==> src/rtl/sup_pkg.sv <==
package sup_pkg;

  typedef enum logic {
    CH_STANDBY = 1'b0,
    CH_ACTIVE  = 1'b1
  } ch_state_e;

  localparam int FRAME_W = 9;

  // Master-clock edges per frame for each rate code; zero marks an illegal code.
  function automatic logic [FRAME_W-1:0] frame_edges(input logic [1:0] sel);
    logic [FRAME_W-1:0] n;
    case (sel)
      2'b00:   n = 9'd192;
      2'b01:   n = 9'd193;
      2'b10:   n = 9'd256;
      default: n = 9'd0;
    endcase
    return n;
  endfunction

  function automatic logic rate_legal(input logic [1:0] sel);
    return sel != 2'b11;
  endfunction

endpackage

==> src/rtl/sup_sync.sv <==
module sup_sync #(
  parameter int W      = 1,
  parameter int STAGES = 2
) (
  input  logic         clk,
  input  logic         rst_n,
  input  logic [W-1:0] d,
  output logic [W-1:0] q
);
  logic [W-1:0] stage_q [STAGES];

  always_ff @(posedge clk or negedge rst_n) begin
    if (!rst_n) stage_q[0] <= '0;
    else        stage_q[0] <= d;
  end

  for (genvar s = 1; s < STAGES; s++) begin : g_stage
    always_ff @(posedge clk or negedge rst_n) begin
      if (!rst_n) stage_q[s] <= '0;
      else        stage_q[s] <= stage_q[s-1];
    end
  end

  assign q = stage_q[STAGES-1];
endmodule

==> src/rtl/sup_clk_watch.sv <==
module sup_clk_watch
  import sup_pkg::*;
#(
  parameter int LOSS_CYCLES = 1000
) (
  input  logic       clk,
  input  logic       rst_n,
  input  logic       mclk_s,
  input  logic [1:0] sel,
  output logic       mclk_edge,
  output logic       frame_tick,
  output logic       clk_lost
);
  localparam int LW = $clog2(LOSS_CYCLES + 1);

  logic               mclk_q;
  logic [FRAME_W-1:0] edge_cnt;
  logic [FRAME_W-1:0] last_edge;
  logic [LW-1:0]      idle_cnt;
  logic               sel_ok;

  assign sel_ok     = rate_legal(sel);
  assign last_edge  = frame_edges(sel) - 9'd1;
  assign mclk_edge  = mclk_s & ~mclk_q;
  assign frame_tick = sel_ok & mclk_edge & (edge_cnt >= last_edge);
  assign clk_lost   = (idle_cnt == LW'(LOSS_CYCLES));

  always_ff @(posedge clk or negedge rst_n) begin
    if (!rst_n) begin
      mclk_q   <= 1'b0;
      edge_cnt <= '0;
      idle_cnt <= '0;
    end else begin
      mclk_q <= mclk_s;
      if (!sel_ok)           edge_cnt <= '0;
      else if (frame_tick)   edge_cnt <= '0;
      else if (mclk_edge)    edge_cnt <= edge_cnt + 9'd1;
      if (mclk_edge)         idle_cnt <= '0;
      else if (!clk_lost)    idle_cnt <= idle_cnt + LW'(1);
    end
  end
endmodule

==> src/rtl/sup_chan.sv <==
module sup_chan
  import sup_pkg::*;
#(
  parameter int STBY_FRAMES  = 240,
  parameter int PWRUP_FRAMES = 4
) (
  input  logic clk,
  input  logic rst_n,
  input  logic pdn,
  input  logic fs,
  input  logic frame_tick,
  output logic active,
  output logic pwr_hold,
  output logic fs_rise,
  output logic sync_gone
);
  localparam int AW = $clog2(STBY_FRAMES + 1);
  localparam int PW = $clog2(PWRUP_FRAMES + 1);

  ch_state_e     state;
  logic          fs_q;
  logic [AW-1:0] absent_cnt;
  logic [PW-1:0] pup_cnt;

  assign fs_rise   = fs & ~fs_q;
  assign sync_gone = (absent_cnt == AW'(STBY_FRAMES));
  assign pwr_hold  = (pup_cnt != PW'(PWRUP_FRAMES));
  assign active    = (state == CH_ACTIVE);

  always_ff @(posedge clk or negedge rst_n) begin
    if (!rst_n) begin
      state      <= CH_STANDBY;
      fs_q       <= 1'b0;
      absent_cnt <= '0;
      pup_cnt    <= '0;
    end else begin
      fs_q <= fs;
      if (fs)                            absent_cnt <= '0;
      else if (frame_tick && !sync_gone) absent_cnt <= absent_cnt + AW'(1);
      if (frame_tick && pwr_hold)        pup_cnt <= pup_cnt + PW'(1);
      if (!pdn)                          state <= CH_STANDBY;
      else if (fs_rise)                  state <= CH_ACTIVE;
      else if (sync_gone)                state <= CH_STANDBY;
    end
  end
endmodule

==> src/rtl/chan_standby_sup.sv <==
module chan_standby_sup
  import sup_pkg::*;
#(
  parameter int STBY_FRAMES  = 240,
  parameter int PWRUP_FRAMES = 4,
  parameter int LOSS_CYCLES  = 1000,
  parameter int SYNC_STAGES  = 2
) (
  input  logic       clk_ref,
  input  logic       rst_n,
  input  logic       pdn_n,
  input  logic       fs_tx,
  input  logic       fs_rx,
  input  logic       mclk_tx,
  input  logic       mclk_rx,
  input  logic [1:0] clk_sel,
  output logic       tx_active,
  output logic       rx_active,
  output logic       tx_oe,
  output logic       rx_sig_low
);
  localparam int NCH  = 2;
  localparam int IN_W = 3 + 2 * NCH;

  logic [IN_W-1:0] raw_in, sync_in;
  logic            pdn_s, sel_ok;
  logic [1:0]      sel_s;
  logic [NCH-1:0]  fs_s, mclk_s;
  logic [NCH-1:0]  mclk_edge, frame_tick, clk_lost;
  logic [NCH-1:0]  ch_active, pwr_hold, fs_rise, sync_gone, out_ok;

  assign raw_in = {clk_sel, mclk_rx, mclk_tx, fs_rx, fs_tx, pdn_n};

  sup_sync #(.W(IN_W), .STAGES(SYNC_STAGES)) u_sync (
    .clk(clk_ref), .rst_n(rst_n), .d(raw_in), .q(sync_in)
  );

  assign pdn_s  = sync_in[0];
  assign fs_s   = sync_in[2:1];
  assign mclk_s = sync_in[4:3];
  assign sel_s  = sync_in[6:5];
  assign sel_ok = rate_legal(sel_s);

  // index 0 = transmit, index 1 = receive
  for (genvar ch = 0; ch < NCH; ch++) begin : g_ch
    sup_clk_watch #(.LOSS_CYCLES(LOSS_CYCLES)) u_watch (
      .clk(clk_ref), .rst_n(rst_n), .mclk_s(mclk_s[ch]), .sel(sel_s),
      .mclk_edge(mclk_edge[ch]), .frame_tick(frame_tick[ch]), .clk_lost(clk_lost[ch])
    );
    sup_chan #(.STBY_FRAMES(STBY_FRAMES), .PWRUP_FRAMES(PWRUP_FRAMES)) u_chan (
      .clk(clk_ref), .rst_n(rst_n), .pdn(pdn_s), .fs(fs_s[ch]),
      .frame_tick(frame_tick[ch]), .active(ch_active[ch]), .pwr_hold(pwr_hold[ch]),
      .fs_rise(fs_rise[ch]), .sync_gone(sync_gone[ch])
    );
    assign out_ok[ch] = ch_active[ch] & ~pwr_hold[ch] & ~clk_lost[ch] & pdn_s & sel_ok;
  end

  assign tx_active  = ch_active[0];
  assign rx_active  = ch_active[1];
  assign tx_oe      = out_ok[0];
  assign rx_sig_low = ~out_ok[1];
endmodule

==> config.mk <==
export PLATFORM = sky130hd
export DESIGN_NAME = chan_standby_sup
export DESIGN_NICKNAME = d
export VERILOG_FILES = /design/src/rtl/sup_pkg.sv /design/src/rtl/sup_sync.sv /design/src/rtl/sup_clk_watch.sv /design/src/rtl/sup_chan.sv /design/src/rtl/chan_standby_sup.sv
export SDC_FILE = /design/constraint.sdc
export NUM_CORES = 1
export LEC_CHECK = 0
export BUFFER_PORTS_ARGS = -buffer_cell sky130_fd_sc_hd__buf_2
export CAP_MARGIN = 20
export CORE_AREA = 5 5 116 118
export DETAILED_ROUTE_END_ITERATION = 8
export DIE_AREA = 0 0 121 123
export PLACE_DENSITY = 0.59
export SYNTH_ARGS = -nofsm -noshare
export SYNTH_HDL_FRONTEND = slang
export SYNTH_HIERARCHICAL = 1
export SYNTH_SLANG_ARGS = --single-unit
==> constraint.sdc <==
create_clock -name clk_ref -period 3.8 [get_ports clk_ref]
set_clock_uncertainty 0.2 [all_clocks]
set_input_delay 0.57 -clock clk_ref [delete_from_list [all_inputs] [get_ports clk_ref]]
set_output_delay 0.57 -clock clk_ref [all_outputs]
set_load 0.03 [all_outputs]
==> flow_summary.yaml <==
floorplan:
  die_x_microns: 121
  start_util_pct: 33.8
  io_pins: 13
  rows: 41
  die_h_microns: 123
  core-area_sq_mm: 0.0124
  die-area_sq_mm: 0.0149
layout:
  drive_above_1_share_pct: 10.9
  diodes: 0
  final_net_count: 442
  nFillCells: 1219
  syn_to_final_growth_pct: 13.7
synthesis:
  synthesis.nets: 431
  ys_warn_count: 6
  synthesis.instances: 398
  syn_area_sq_mm: 0.00418
  synth_area_per_cell_sq_um: 10.5
setup_path:
  critical_path_arrival_ns: 3.59
  worst-r2r-cell-count: 11
  regToRegEndpoint: "g_ch[0].u_chan/absent_cnt[7]"
  cp.required_ns: 3.86
  crit_path_end_kind: "register"
  startpoint_type: "register"
  r2r_slack_ns: 0.26
  critPathKind: "register to register"
  reg2reg_from: "u_sync/q[5]"
  cp_max_fo: 11
global_routing:
  gr-total-overflow: 0
  grt_max_degree: 81
  grtUsageTotal_pct: 11.1
  grt_pass1_vias: 2862
  antenna_found_initial: 0
  grt_pass1_wl_microns: 13400
outcome:
  status: "finished clean"
routing:
  route.met3.wl_microns: 142
  drc_errors: 0
  routed_via_density: 4.86
  drt-met1-wl_microns: 3670
  drt-pass1-iter-count: 4
  routed.top_layer: "met4"
  vias: 2849
  drt_iter0_drc: 174
  route.met2.wl_microns: 3530
  wl_per_cell_microns: 12.9
  routed_wirelength_microns: 7570
  ant_nets: 0
min_path:
  holdPathEnd: "u_sync/stage_q[10]"
  worstHoldPathType: "input pin to register"
  hold_path_depth: 1
  hp-start: "mclk_tx"
power_and_ir_drop:
  leakage_nw: 2.16
  power.density_mw_per_mm2: 439
  ir_worst_vdd_uv: 219
placed_design:
  gp_congestion: 0.811
  place_hpwl_microns: 5190
  port-buffer-count: 12
  place_ws_ns: 0.135
clock_tree:
  cts_made_buffers: 9
  cts_setup_buffers: 0
  htree_levels: 3
  ctsRootBufferMaster: "clkbuf_16"
  cts.sinks: 80
  clk_path_buf_depth: 2
  clk_latency_ns: 0.34
  cts_tree: "yes"
  clk_pin_slew_ns: 0.06
sta:
  fin_crit_sh_pct: 93.1
  tightest_slew_ns: 0.622
  relSlewSlack_pct: 58.2
  hold_viol: 0
  fin_crit_ns: 3.54
  fmax_mhz: 283
  setup-violations-final: 0
  tns_ns: 0
  worst_slack_ns: 0.263
  grt_setup_unrepaired: "no"
  slew_violations: 0
flow_run:
  cap_violations: 0
==> critical path, cell delays in order (launching register included) <==
cell and delay, ns:
dfrtp_1 0.51, nor2b_1 0.42, inv_1 0.13, ha_1 0.21, nor2b_1 0.17, o21ai_0 0.11
a211oi_1 0.50, nor4_4 0.10, nor2_2 0.33, nand3_2 0.15, or4_1 0.48, a21oi_1 0.15
==> layer usage <==
metal	track usage, %	vias up
li1	-	1435
met1	14.6	1371
met2	17.5	27
met3	2.10	16
met4	5.74	0
met5	0	-
==> report_power, final <==
group          internal, mW  total [mW]  switching (mW)  leakage, nW
logic                0.0769       0.172          0.0955        0.962
clock network         0.612       0.946           0.334        0.159
registers             0.902       0.965          0.0624         1.04
total                  1.59        2.08           0.492         2.16
==> through the flow <==
step / std cells / hold WS [ns] / utilization (%) / power, mW / area, sq um
after floorplan: 398 / 0.0744 / - / 1.09 / 4180
after CTS: 584 / 0.129 / 38.1 / 2.11 / 4710
after global routing: 586 / 0.128 / 38.4 / 2.19 / 4750
after detailed placement: 568 / 0.136 / 35.4 / 1.15 / 4370
final: 586 / 0.141 / 38.4 / 2.08 / 4750
after global placement: 568 / 0.135 / 35.4 / 1.14 / 4370
==> worst max path at each step <==
stage	startpoint	to	slack [ns]	depth (start not counted)
2_1_floorplan	u_sync/q[5]	g_ch[0].u_chan/absent_cnt[7]	0.81	13
3_3_place_gp	u_sync/q[5]	g_ch[0].u_chan/absent_cnt[7]	0.35	11
3_5_place_dp	u_sync/q[5]	g_ch[0].u_chan/absent_cnt[7]	0.13	11
4_1_cts	u_sync/q[5]	g_ch[0].u_chan/absent_cnt[7]	0.10	11
5_1_grt	u_sync/q[5]	g_ch[0].u_chan/absent_cnt[7]	0.002	11
6_report	u_sync/q[5]	g_ch[0].u_chan/absent_cnt[7]	0.26	11
==> cell usage in the layout, fill, tap and decap left out, types with 12 or more instances in the layout <==
cell	n
a21oi_1	20
nand2_1	26
nor2_1	33
ha_1	24
inv_1	20
xnor2_1	24
nand3_1	21
o21ai_0	14
dfrtp_1	80
xor2_1	12
==> sequential cells by signal, summed over array words and instances, names as in the netlist <==
register                count
g_ch.u_chan/pup_cnt         6
u_sync/q                    7
g_ch.u_watch/idle_cnt      20
g_ch.u_chan/fs_q            2
g_ch.u_watch/edge_cnt      18
u_sync/stage_q              7
g_ch.u_watch/mclk_q         2
g_ch.u_chan/absent_cnt     16
g_ch.u_chan/active          2
==> cell type report <==
type	count	area, sq um	share of cell area [%]
flip-flops and latches	80	2000	42.2
multi-input cells	281	2000	42.1
clock buffers	12	256	5.40
well taps	172	215	4.53
repair buffers	17	123	2.58
clock inverters	4	76.3	1.61
inverters	20	75.1	1.58
==> repair_timing <==
action	4_1_cts	5_1_grt
endpoints found under the setup margin	0	4
hold buffers	0	1
resized for setup	0	1
endpoints found under the hold margin	0	8
Note: power is estimated with default switching activity, not from simulation.
